[src/rtl/hz_row_lanes.sv]
module hz_row_lanes #(
    parameter int DW    = 16,
    parameter int LANES = 4
) (
    input  logic [LANES*DW-1:0] cand,
    input  logic [LANES*DW-1:0] held,
    output logic [LANES-1:0]    pass,
    output logic [DW-1:0]       res_min,
    output logic [DW-1:0]       res_max
);
    logic [DW-1:0] res [LANES];

    for (genvar g = 0; g < LANES; g++) begin : g_lane
        logic [DW-1:0] c_w, h_w;
        assign c_w     = cand[g*DW +: DW];
        assign h_w     = held[g*DW +: DW];
        assign pass[g] = (c_w < h_w);
        assign res[g]  = pass[g] ? c_w : h_w;
    end

    always_comb begin
        res_min = res[0];
        res_max = res[0];
        for (int i = 1; i < LANES; i++) begin
            if (res[i] < res_min) res_min = res[i];
            if (res[i] > res_max) res_max = res[i];
        end
    end
endmodule

[config.mk]
export PLATFORM = sky130hd
export DESIGN_NAME = hz_row_lanes
export DESIGN_NICKNAME = d
export VERILOG_FILES = /design/src/rtl/hz_row_lanes.sv
export SDC_FILE = /design/constraint.sdc
export NUM_CORES = 1
export LEC_CHECK = 0
export BUFFER_PORTS_ARGS = -buffer_cell sky130_fd_sc_hd__buf_2
export CAP_MARGIN = 25
export CORE_ASPECT_RATIO = 1.2
export CORE_MARGIN = 5
export CORE_UTILIZATION = 56
export DETAILED_ROUTE_END_ITERATION = 12
export GPL_ROUTABILITY_DRIVEN = 0
export PLACE_DENSITY = 0.86
export REMOVE_ABC_BUFFERS = 1
export SYNTH_ARGS = -nofsm -noshare
export SYNTH_HDL_FRONTEND = slang
export SYNTH_SLANG_ARGS = --single-unit
[constraint.sdc]
create_clock -name vclk -period 22.6
set_clock_uncertainty 0.15 [all_clocks]
set_input_delay 5.65 -clock vclk [all_inputs]
set_output_delay 5.65 -clock vclk [all_outputs]
set_load 0.02 [all_outputs]
==> results of run 1 <==
[area by class of cell]
| class | instances | area, sq um |
|---|---|---|
| multi-input cells | 612 | 4970 |
| fillers | 866 | 3080 |
| repair buffers | 177 | 918 |
| inverters | 132 | 495 |
| well taps | 123 | 154 |
[through the flow]
stage	setup WS [ps]	utilization, %
after floorplan	1480	-
after global placement	1330	68.0
after detailed placement	1010	68.0
after CTS	1000	68.0
after global routing	278	68.0
final	923	68.0
[worst paths after layout]
kind / slack (ps) / cells after the start / to
setup / recovery: 920 / 42 / res_min[4]
hold / removal: 11670 / 4 / res_min[1]
[power breakdown]
part           switching, W  internal, W  leakage, nW
Sequential                0            0            0
Clock                     0            0            0
Combinational      0.000329     0.000216         3.86
Total              0.000329     0.000216         3.86
[cells in the final DEF (no fill, tap or decap), types with 13 or more instances in the layout]
master / netlist / layout
a211oi_1: 17 / 17
a21o_1: 29 / 29
a21oi_1: 65 / 65
a31oi_1: 19 / 19
and2_1: 13 / 13
buf_2: 5 / 164
buf_4: 3 / 13
ha_1: 136 / 136
inv_1: 131 / 131
mux2_2: 17 / 17
mux2i_1: 62 / 62
nand2_1: 37 / 37
nand4_1: 31 / 31
nor2_1: 39 / 39
o21a_1: 15 / 15
o21ai_0: 36 / 36
o31ai_1: 16 / 16
[cells by family (layout without fill, tap and decap cells)]
kind of cell	Yosys count	after routing
mux	79	79
simple gates	163	163
fa+ha+maj	136	136
buf+inv	156	309
compound gates	234	234
[tightest hold or removal path, cell delays in order]
cell and delay (ps):
buf_2 90, mux2i_1 110, mux2i_1 140, buf_2 180
[metal layers]
layer	part of all wire, %	routed length, um	global-route usage, %	up-vias
met4	3.7	626	9.06	0
met2	48	8160	49.1	330
li1	-	-	-	3130
met3	8.3	1410	2.05	45
met5	0	0	0	-
met1	40	6790	31.1	2808
[cell usage after synthesis, types with 4 or more instances]
| cell | count | area, sq um |
|---|---|---|
| inv_1 | 131 | 492 |
| nand2_1 | 37 | 139 |
| a21o_1 | 29 | 218 |
| mux2i_1 | 62 | 621 |
| a31oi_1 | 19 | 119 |
| nor3_1 | 4 | 20.0 |
| nand4_1 | 31 | 194 |
| and3_1 | 4 | 25.0 |
| a221o_1 | 4 | 40.0 |
| clkbuf_1 | 12 | 45.0 |
| and4_1 | 5 | 43.8 |
| a21oi_1 | 65 | 325 |
| o31ai_1 | 16 | 120 |
| ha_1 | 136 | 1700 |
| nor2_1 | 39 | 146 |
| o21ai_0 | 36 | 180 |
| a211oi_1 | 17 | 128 |
| nand2b_1 | 7 | 43.8 |
| mux2_2 | 17 | 191 |
| o211ai_1 | 6 | 45.0 |
| nor4_1 | 4 | 25.0 |
| and2_1 | 13 | 81.3 |
| buf_2 | 5 | 25.0 |
| nand3_1 | 4 | 20.0 |
| o21a_1 | 15 | 113 |
==> results_dict.tcl, run 1 <==
set metrics [dict create \
    min_period_ps 21680 \
    max_freq_mhz 46.1 \
    slew_headroom_pct 35.0 \
    regArea_sq_um 0 \
    min_period_over_period_pct 95.9 \
    grt_pass1_vias 6065 \
    synth_top_family_by_area "adder cells" \
    grt_usage_pct 26.4 \
    p_per_area_nw_per_um2 83.5 \
    firstDrtPassIters 5 \
    fin_area_sq_um 6530 \
    cp_max_fo 35 \
    min_path_type "primary input to output pin" \
    fin_cells 1044 \
    crit_arrival_ps 15880 \
    setup_viol 0 \
    syn_to_final_growth_pct 17.4 \
    start_kind "primary input" \
    cts_setup_buffers 0 \
    cp-end-kind "output pin" \
    hold_start "held[49]" \
    numPortBuffers 164 \
    drive_gt1_share_pct 22.7 \
    cts_resized 0 \
    yosys_warnings 0 \
    synth_compound_area_share_pct 28.2 \
    die_area_sq_um 12000 \
    start_util_pct 57.9 \
    critPathLaunch "held[31]" \
    final-hold-violation-count 0 \
    placed_cell_area_sq_um 6530 \
    syn_area_per_cell_sq_um 7.24 \
    rsz0062_at_grt "no" \
    yosys.area_share.simple_pct 15.7 \
    num_io_pins 164 \
    seq_cells 0 \
    grt.overflow.total 0 \
    status "completed" \
    crit_family "compound AO/OA/AOI/OAI gates" \
    core_sq_um 9610 \
    nNetsFinal 1187 \
    synth_xor_xnor_area_share_pct 0 \
    crit_type "primary input to output pin" \
    yosysSeqAreaShare_pct 0 \
    slowest_delay_ps 670 \
    first_iter_violations 409 \
    die_h_um 119 \
    hpwlAfterDp_mm 15.2 \
    synthCells 768 \
    vias 6313 \
    setup_tns_ps 0 \
    totalWireLength_mm 17.0 \
    crit_slowest_cell "o211ai_4" \
    max-vdd-ir-drop_v 0.0000442 \
    hold_slack_ps 11670 \
    grt_pass1_wl_mm 27.0 \
    p_leak_nw 3.86 \
    routedWlPerCell_um 16.3 \
    cp.required_ps 16800 \
    synthAdderAreaFrac_pct 30.6 \
    grt_max_degree 36 \
    synthesis.area_sq_um 5560 \
    n_clock_buffer 0 \
    postRouteAntennaNets 0 \
    crit_buf_inv 7 \
    die_x_um 101 \
    drc_errors 0 \
    crit_top_cell "a21o_1" \
    power_w 0.000546 \
    drv_slew 0 \
    drt-vias-per-instance 6.05 \
    dp_cells 1044 \
    insertedDiodeCount 0 \
    antenna_found_initial 0 \
    cts.hold.buffers_added 0 \
    synth.distinct_cells 59 \
    maxCapViolations 0 \
    synth_mux_area_share_pct 14.6 \
    worst_pin_slew_ps 965 \
    rows 39 \
]
Note: power is estimated with default switching activity, not from simulation.
==> inputs of run 2 (changes only) <==
ABC_AREA = 1   (was default)
CORE_MARGIN = default   (was 5)
CORE_UTILIZATION = 55   (was 56)
==> run 2 against run 1 <==
Net effect:
- via count is 4.3% lower
- global-route usage is 1.1 points higher
- synthesized cell count is 14% higher
- wire length fell by 21%
- combinational power fell by 6.0%
- non-clock buffer count fell by 11
- flip-flop and latch count stayed put
- critical path depth decreased by 9
- fmax increased by 12%
- setup slack improved by 2300 ps
- die area down 20%
- critical path type unchanged
- highest routed layer unchanged
==> results_dict.tcl, run 2 <==
set metrics [dict create \
    synthCells 875 \
    die_area_sq_um 9600 \
    seq_cells 0 \
    hold_start "cand[56]" \
    core_sq_um 8990 \
    grt_pass1_vias 5345 \
    rows 38 \
    cts_resized 0 \
    max-vdd-ir-drop_v 0.0000426 \
    final_common_cell "nand2_1" \
    crit_slowest_cell "nand2_1" \
    cp-end-kind "output pin" \
    yosys-top-cells-area "ha_1 34%, nand2_1 20%, o21ai_0 13%, inv_1 8.3%, a21oi_1 5.4%" \
    yosysMostFrequentCell "nand2_1" \
    numPortBuffers 164 \
    routedWlPerCell_um 11.9 \
    grt_usage_pct 27.5 \
    postRouteAntennaNets 0 \
    min_path_type "primary input to output pin" \
    cts.hold.buffers_added 0 \
    hpwlAfterDp_mm 12.1 \
    multi_input_area_sq_um 4510 \
    antenna_found_initial 0 \
    hold_slack_ps 11780 \
    n_clock_buffer 0 \
    min_period_ps 19340 \
    die_x_um 89.6 \
    rsz0062_at_grt "no" \
    totalWireLength_mm 13.4 \
    firstDrtPassIters 5 \
    cts_setup_buffers 0 \
    dp_cells 1133 \
    regArea_sq_um 0 \
    yosys_warnings 0 \
    p_int_w 0.000174 \
    setup_viol 0 \
    nFillCells 941 \
    p_sw_share_pct 66.0 \
    slew_headroom_pct 40.6 \
    grt.overflow.total 0 \
    yosysSeqAreaShare_pct 0 \
    most-common-layout-cells "266 x nand2_1, 164 x buf_2, 136 x ha_1, 131 x o21ai_0, 112 x inv_1" \
    first_iter_violations 221 \
    start_kind "primary input" \
    crit_arrival_ps 13540 \
    nNetsFinal 1279 \
    worst_pin_slew_ps 888 \
    synthesis.area_sq_um 5070 \
    grt_max_degree 34 \
    vias 6040 \
    cp.required_ps 16800 \
    combPwrFrac_pct 100.0 \
    fin_cells 1133 \
    slowest_delay_ps 550 \
    status "completed" \
    grt_pass1_wl_mm 21.8 \
    drt-vias-per-instance 5.33 \
    drv_slew 0 \
    num_io_pins 164 \
    cp_max_fo 30 \
    synth.distinct_cells 40 \
    die_h_um 107 \
    yosys.area.top_type "ha_1" \
    drc_errors 0 \
    power_frac_clock_pct 0 \
    synthTopCellsByCount "266 x nand2_1, 136 x ha_1, 131 x o21ai_0" \
    p_sw_w 0.000338 \
    syn_to_final_growth_pct 17.0 \
    power_frac_seq_pct 0 \
    drive_gt1_share_pct 19.3 \
    p_per_area_nw_per_um2 86.5 \
    max_freq_mhz 51.7 \
    netlist.area_leader.share_pct 33.6 \
    p_leak_nw 3.51 \
    final-hold-violation-count 0 \
    insertedDiodeCount 0 \
    start_util_pct 56.4 \
    setup_tns_ps 0 \
    hold_path_depth 6 \
    holdPathEnd "res_max[8]" \
    crit_type "primary input to output pin" \
    maxCapViolations 0 \
    syn_area_per_cell_sq_um 5.79 \
    min_period_over_period_pct 85.6 \
]
## run 2: cell count changes after synthesis, sizes merged, moves of 22 or more
cell | before | now
nand2 | 37 | 280
o21ai | 37 | 150
mux2i | 62 | 0
nand3 | 5 | 31
a21o | 29 | 0
nand4 | 31 | 9
## run 2: cells by family after synthesis
logic type	count (synthesis)	synth area share (%)
simple gates	360	30.0
compound gates	235	25.4
buf+inv	144	11.1
fa+ha+maj	136	33.6
## run 2: worst max-delay path, delay by kind of cell
kind / cells / cell delay [ps]
buf+inv: 7 / 1680
simple gates: 10 / 2060
fa+ha+maj: 4 / 1330
compound gates: 12 / 2800
## run 2: worst max path at each step
stage,start,endpoint,cells after the start
after floorplan,held[31],res_max[10],32
after global placement,cand[31],res_max[3],33
after detailed placement,cand[31],res_max[3],33
after CTS,cand[31],res_max[3],33
after global routing,held[31],res_max[3],34
final,cand[31],res_max[3],33
## run 2: cell type report
class / count / share of cell area [%]
multi-input cells: 731 / 76.0
repair buffers: 166 / 14.1
well taps: 120 / 2.53
inverters: 116 / 7.35
## run 2: power groups by stage
stage / combinational [W] / clock, W / sequential, W
floorplan: 0.000362 / 0 / 0
global placement: 0.000501 / 0 / 0
detailed placement: 0.000510 / 0 / 0
CTS: 0.000511 / 0 / 0
global route: 0.000578 / 0 / 0
finish: 0.000513 / 0 / 0
## run 2: metal layers
metal	global-route usage, %	share of wire [%]	vias to the layer above
met3	2.00	5.4	15
met5	0	0	-
li1	-	-	3231
met1	31.9	43	2623
met4	5.90	2.0	0
met2	53.1	49	171
## run 2: stage by stage
stage               utilization [%]  cell area (sq um)  setup WS (ps)  total power, W
CTS                            66.0               5930           3270        0.000511
global route                   66.0               5930           2270        0.000578
global placement               66.0               5930           3350        0.000501
finish                         66.0               5930           3260        0.000513
detailed placement             66.0               5930           3290        0.000510
floorplan                         -               4940           4210        0.000362
